`config.mk`:
```
export PLATFORM = sky130hd
export DESIGN_NAME = pwm_edge_router
export DESIGN_NICKNAME = d
export VERILOG_FILES = /design/src/rtl/pwm_pkg.sv /design/src/rtl/pwm_mode_latch.sv /design/src/rtl/pwm_chan.sv /design/src/rtl/pwm_edge_router.sv
export SDC_FILE = /design/constraint.sdc
export NUM_CORES = 1
export LEC_CHECK = 0
export ABC_AREA = 1
export BUFFER_PORTS_ARGS = -buffer_cell sky130_fd_sc_hd__buf_2
export CAP_MARGIN = 20
export CORE_MARGIN = 8
export CORE_UTILIZATION = 39
export DETAILED_ROUTE_END_ITERATION = 16
export MAX_ROUTING_LAYER = met4
export PLACE_DENSITY = 0.71
export RECOVER_POWER = 50
export SKIP_CTS_REPAIR_TIMING = 1
export SLEW_MARGIN = 10
export SYNTH_ARGS = -nofsm -noshare
export SYNTH_HDL_FRONTEND = slang
export SYNTH_SLANG_ARGS = --single-unit
```
`constraint.sdc`:
```
create_clock -name clk -period 0.8 [get_ports clk]
set_input_delay 0.04 -clock clk [delete_from_list [all_inputs] [get_ports clk]]
set_output_delay 0.04 -clock clk [all_outputs]
set_load 0.05 [all_outputs]
```
`src/rtl/pwm_pkg.sv`:
```
package pwm_pkg;
    typedef enum logic {
        CH_LOW  = 1'b0,
        CH_HIGH = 1'b1
    } ch_state_t;
endpackage

```
`src/rtl/pwm_mode_latch.sv`:
```
module pwm_mode_latch #(
    parameter int NUM_CH = 6
) (
    input  logic              clk,
    input  logic              rst_n,
    input  logic              period_start,
    input  logic [NUM_CH-1:0] mode_req,
    output logic [NUM_CH-1:0] mode_eff
);
    logic [NUM_CH-1:0] mode_q;

    always_ff @(posedge clk or negedge rst_n) begin
        if (!rst_n)
            mode_q <= '0;
        else if (period_start)
            mode_q <= mode_req;
    end

    // new mode governs the slot-0 cycle itself
    always_comb mode_eff = period_start ? mode_req : mode_q;

    a_r8_mode_held: assert property (@(posedge clk) disable iff (!rst_n)
        !period_start |=> $stable(mode_q));
endmodule

```
`src/rtl/pwm_chan.sv`:
```
module pwm_chan
    import pwm_pkg::*;
(
    input  logic clk,
    input  logic rst_n,
    input  logic en_i,
    input  logic set_i,
    input  logic clr_i,
    output logic pwm_o
);
    ch_state_t state_q, state_d;

    always_ff @(posedge clk or negedge rst_n) begin
        if (!rst_n)
            state_q <= CH_LOW;
        else
            state_q <= state_d;
    end

    always_comb begin
        state_d = state_q;
        unique case (state_q)
            CH_LOW: begin
                if (en_i && set_i && !clr_i)
                    state_d = CH_HIGH;            // SET_EDGE
            end
            CH_HIGH: begin
                if (!en_i || clr_i)
                    state_d = CH_LOW;             // DISABLE / CLEAR_EDGE
            end
            default: state_d = CH_LOW;
        endcase
    end

    always_comb pwm_o = (state_q == CH_HIGH);

    a_r7_disabled_low: assert property (@(posedge clk) disable iff (!rst_n)
        !en_i |=> !pwm_o);
    a_r6_clear_wins: assert property (@(posedge clk) disable iff (!rst_n)
        (set_i && clr_i) |=> !pwm_o);
    a_r2_set_rises: assert property (@(posedge clk) disable iff (!rst_n)
        (en_i && set_i && !clr_i) |=> pwm_o);
    a_r3_clear_falls: assert property (@(posedge clk) disable iff (!rst_n)
        clr_i |=> !pwm_o);
endmodule

```
`src/rtl/pwm_edge_router.sv`:
```
module pwm_edge_router #(
    parameter int NUM_CH = 6
) (
    input  logic              clk,
    input  logic              rst_n,
    input  logic [NUM_CH:0]   match_i,
    input  logic [NUM_CH-1:0] edge_dbl_i,
    input  logic [NUM_CH-1:0] out_en_i,
    output logic [NUM_CH-1:0] pwm_o
);
    localparam int NUM_SLOTS = NUM_CH + 1;

    logic [NUM_CH-1:0] mode_eff;
    logic [NUM_CH-1:0] set_v;
    logic [NUM_CH-1:0] clr_v;

    pwm_mode_latch #(.NUM_CH(NUM_CH)) u_mode (
        .clk          (clk),
        .rst_n        (rst_n),
        .period_start (match_i[0]),
        .mode_req     (edge_dbl_i),
        .mode_eff     (mode_eff)
    );

    for (genvar k = 0; k < NUM_CH; k++) begin : g_ch
        if (k == 0) begin : g_first
            // neighbour below output 1 is slot 0: same source in both modes
            always_comb set_v[k] = match_i[0];
        end else begin : g_rest
            always_comb set_v[k] = mode_eff[k] ? match_i[k] : match_i[0];
        end
        always_comb clr_v[k] = match_i[k+1];

        pwm_chan u_chan (
            .clk   (clk),
            .rst_n (rst_n),
            .en_i  (out_en_i[k]),
            .set_i (set_v[k]),
            .clr_i (clr_v[k]),
            .pwm_o (pwm_o[k])
        );

        if (k > 0) begin : g_chk
            a_r9_dbl_ignores_start: assert property (@(posedge clk) disable iff (!rst_n)
                (mode_eff[k] && match_i[0] && !match_i[k] && !pwm_o[k]) |=> !pwm_o[k]);
        end
    end

    initial begin
        a_r1_slot_count: assert (NUM_SLOTS == $bits(match_i));
    end
endmodule

```
# Word-level counts from Yosys, hierarchy flattened
# Cells that the tools add are included.
# totals
out_inout_bits	6
romBits	0
reg_bits	12
memories	0
latchBits	0
ram_bits	0
elab_cells	68
# classes
bitwise_logic	6
order_cmp	0
add_sub_neg	0
n_mux	24
div	0
n_reduce_logical	30
n_mul	0
n_shift	0
n_eq_ne	0
# op_table
op	n
1-bit 2-to-1 mux	17
1-bit logical AND	12
1-bit zero test	12
1-bit case mux with 2 select lines	6
1-bit logical OR	6
6-bit 2-to-1 mux	1
1-bit inverter	6

# Logic depth before layout (Yosys ltp)
# logic_depth
ltp_word	6
ltp_mapped	6
ltp_nobuf	5

# By module
# From an unflattened synthesis, not the netlist that was laid out.
# hier_totals
cells_unflattened	75
area_unflattened_um2	536.8
# modules_own_cells
module	cells_per_inst	area_each_um2	seq_area_each_um2	instances
pwm_chan	5	40.0	25.0	6
pwm_mode_latch	25	221.5	150.1	1
pwm_edge_router	20	75.1	0.0	1

# Worst setup path after synthesis
# OpenSTA, ideal clock, no wires.
# synth_timing
kind	reg2reg
start	reg u_mode.mode_q[2]
end	reg g_ch[2].u_chan.state_q
path_buffers	0
t_required_ns	0.685
path_slack_ns	0.086
arrival_ns	0.598
stages_incl_launch_ff	5
synth_period_minus_slack_ns	0.714
cell_sequence	dfrtp_1 -> nor2_1 -> nor2_1 -> nor2_1 -> nor2_1
# synth_between
elab_chain_cells	6
# synth_rtl
element	line_no	rtl
start, declared	pwm_mode_latch.sv:10	logic [NUM_CH-1:0] mode_q;
start signal, assigned	pwm_mode_latch.sv:16	mode_q <= mode_req;
6-bit 2-to-1 mux	--	
1-bit 2-to-1 mux	pwm_edge_router.sv:30	always_comb set_v[k] = mode_eff[k] ? match_i[k] : match_i[0];
1-bit logical AND (2 in series)	pwm_chan.sv:24	if (en_i && set_i && !clr_i)
1-bit 2-to-1 mux	pwm_chan.sv:24	
1-bit case mux with 2 select lines	pwm_chan.sv:22	unique case (state_q)
net g_ch[2].u_chan.state_d	pwm_chan.sv:11	ch_state_t state_q, state_d;
end signal, assigned	pwm_chan.sv:17	state_q <= state_d;
end, declared	pwm_chan.sv:11	
# The timed path passes the listed nets, and every way through them passes these cells.
# A chain may end at the register's enable or synchronous reset.

# Final worst setup path
# layout_timing
start	reg g_ch[4].u_chan.state_q
end	out pwm_o[4]
# layout_rtl
element	line_no	rtl
start, declared	pwm_chan.sv:11	
start signal, assigned	pwm_chan.sv:17	
end, declared	pwm_edge_router.sv:9	output logic [NUM_CH-1:0] pwm_o
# No word-level cell between the ends.

==> reports/metrics.yaml <==
status: "finished, violations left"
violations: "setup timing"
swShare_pct: 27.90
cp_max_fo: 2
peakVddDrop_mv: 0.8165
synth-seq-cells: 11
min_path_type: "input port to register"
die_width_um: 54.54
dieArea_um2: 2975
cts_root_buffer: "clkbuf_4"
rrSetupSlack_ns: 0.04
critPathMaxStageDelay_ns: 0.39
io_pins: 27
synthTopCellsByArea: "dfrtp_1 48%, nor2_1 14%, inv_1 11%"
netlist_area_um2: 579.3
slew_viol_final: 0
period_share_pct: 107.0
initial_core_util_pct: 39.85
final_common_cell: "buf_2"
nFillCells: 148
routabilityCongestion: 0.6895
cts_tree: "built"
grt_pass1_vias: 480
worstReg2RegStart: "u_mode.mode_q[3]"
cap_viol_max_count: 0
setup_slack_ns: -0.05599
io_buffers: 25
synth_largest_area_cell: "dfrtp_1"
via_per_inst: 4.185
core_um2: 1454
grt_overflow: 0
crit_path_end_kind: "output pin"
reg2reg_to: "g_ch[3].u_chan.pwm_o"
drive_gt1_share_pct: 28.70
critical_path_class: "register to output pin"
clk_latency_ns: 0.26
register_area_um2: 275.3
postSynthAreaPerCell_um2: 7.333
multi_input_area_um2: 178.9
min_path_cells: 3
internal_power_mw: 0.9173
p_seq_share_pct: 48.4
cp_slowest_cell: "dfrtp_1"
grt_start_max_net_pins: 18
nets: 130
rows: 14
hpwl_um: 847.9
cts_inserted_buffers: 3
h-tree-depth: 1
yosysWarnings: 0
rsz0062_at_grt: "yes"
cp_top_family: "flip-flops"
dr.pass1.iters: 4
setup_violations: 6
design_area_um2: 805.8
fin_crit_ns: 0.8560
holdPathEnd: "u_mode.mode_q[1]"
grt_pass1_wl_um: 1814
pwr-share-comb_pct: 22.6
synth_top_area_share_pct: 47.52
place_area_um2: 653.1
worst-path-buf-inv: 1
p_sw_mw: 0.3549
hold_viol_final: 0
cts_sinks: 11
final_cell_mix: "18 x buf_2, 17 x inv_1, 17 x nor2_1"
path_cells: "buf_6"
cp_data_arrival_time_ns: 0.82
drc: 0
seq_area_frac_synth_pct: 47.52
ys_types: 9
n_antenna_cell: 0
dr_total_vias: 519
leakage_nw: 0.4618
worstPathRequired_ns: 0.76
rr_worst_depth: 4
cts.reportedPaths.clkPinSlew_ns: 0.07
start_kind: "register"
cellPowerDensity_nw_per_um2: 1579
wirelength_um: 1124
die_h_um: 54.54
clock_path_buffers: 2
syn_to_final_growth_pct: 39.09
tightest_slew_ns: 0.5887
fmax_mhz: 1168
relSlewSlack_pct: 60.75
syn_inst: 79
clockPowerShare_pct: 28.9
drt_iter0_drc: 12
syn-num-nets: 100
ant_nets: 0
antenna_found_initial: 0
wl_per_cell_um: 9.065
worstHoldStart: "edge_dbl_i[1]"
fin_skew_ns: 0.0001903
track_usage_pct: 8.644
hold_ws_ns: 0.002168
## sequential cells by signal, indices dropped and copies added (netlist names)
name	count
g_ch.u_chan.pwm_o	6
u_mode.mode_q	5
## power groups by stage
stage	Combinational, mW	Clock, mW	Sequential (mW)
floorplan	0.190	0	0.617
global placement	0.235	0	0.618
detailed placement	0.239	0	0.619
CTS	0.240	0.383	0.609
global route	0.324	0.423	0.621
finish	0.288	0.368	0.616
## how the worst max path moves through the flow
| stage | startpoint | end | slack (ns) | depth (start not counted) |
|---|---|---|---|---|
| finish | g_ch[4].u_chan.pwm_o | pwm_o[4] | -0.06 | 1 |
| floorplan | u_mode.mode_q[2] | g_ch[2].u_chan.pwm_o | 0.09 | 4 |
| detailed placement | u_mode.mode_q[3] | g_ch[3].u_chan.pwm_o | 0.02 | 4 |
| global route | g_ch[4].u_chan.pwm_o | pwm_o[4] | -0.1 | 1 |
| global placement | u_mode.mode_q[3] | g_ch[3].u_chan.pwm_o | 0.04 | 4 |
| CTS | g_ch[4].u_chan.pwm_o | pwm_o[4] | -0.13 | 1 |
## per-layer routing
layer  part of all wire (%)  wire length, um  global-route usage (%)  vias to the layer above
met5                      0                0                       -                        -
li1                       -                -                       -                      278
met2                     46              514                   12.40                       18
met1                     42              476                   10.09                      219
met3                     10              115                   3.261                        4
met4                    1.6               18                   4.918                        0
## through the flow
step | setup slack (ns) | power [mW] | std cells | setup TNS, ns | utilization [%]
after floorplan | 0.08650 | 0.8070 | 79 | 0 | -
after global placement | 0.03810 | 0.8531 | 112 | 0 | 44.92
after detailed placement | 0.02480 | 0.8582 | 112 | 0 | 44.92
after CTS | -0.1273 | 1.233 | 116 | -0.7027 | 46.73
after global routing | -0.09574 | 1.369 | 124 | -0.6803 | 55.42
final | -0.05599 | 1.272 | 124 | -0.2738 | 55.42
## worst reg2reg max path, delay by kind of cell, from the launching register on
kind / cells / cell delay, ns
DFF: 1 / 0.37
and+or+nand+nor: 4 / 0.29
## cells by family (layout without fill, tap and decap cells)
family                 after synthesis  after routing  synth area share (%)
DFF                                 11             11                 47.52
buffers and inverters               25             54                 23.32
and+or+nand+nor                     37             37                 23.98
AOI/OAI and AO/OA                    6              6                 5.184
## cells in the mapped netlist
library cell / n
a21oi_1: 4
dfrtp_1: 11
nand2_1: 16
inv_1: 17
buf_4: 6
buf_6: 1
buf_8: 1
o21ai_0: 2
nor2_1: 21
## layout make-up
type / instances / share of cell area (%)
Timing Repair Buffer: 33 / 29.97
Clock buffer: 4 / 3.261
Inverter: 17 / 7.919
Tap cell: 16 / 2.484
Sequential cell: 11 / 34.16
Multi-Input combinational cell: 43 / 22.21
No activity file was read; power rests on OpenSTA's default activity.
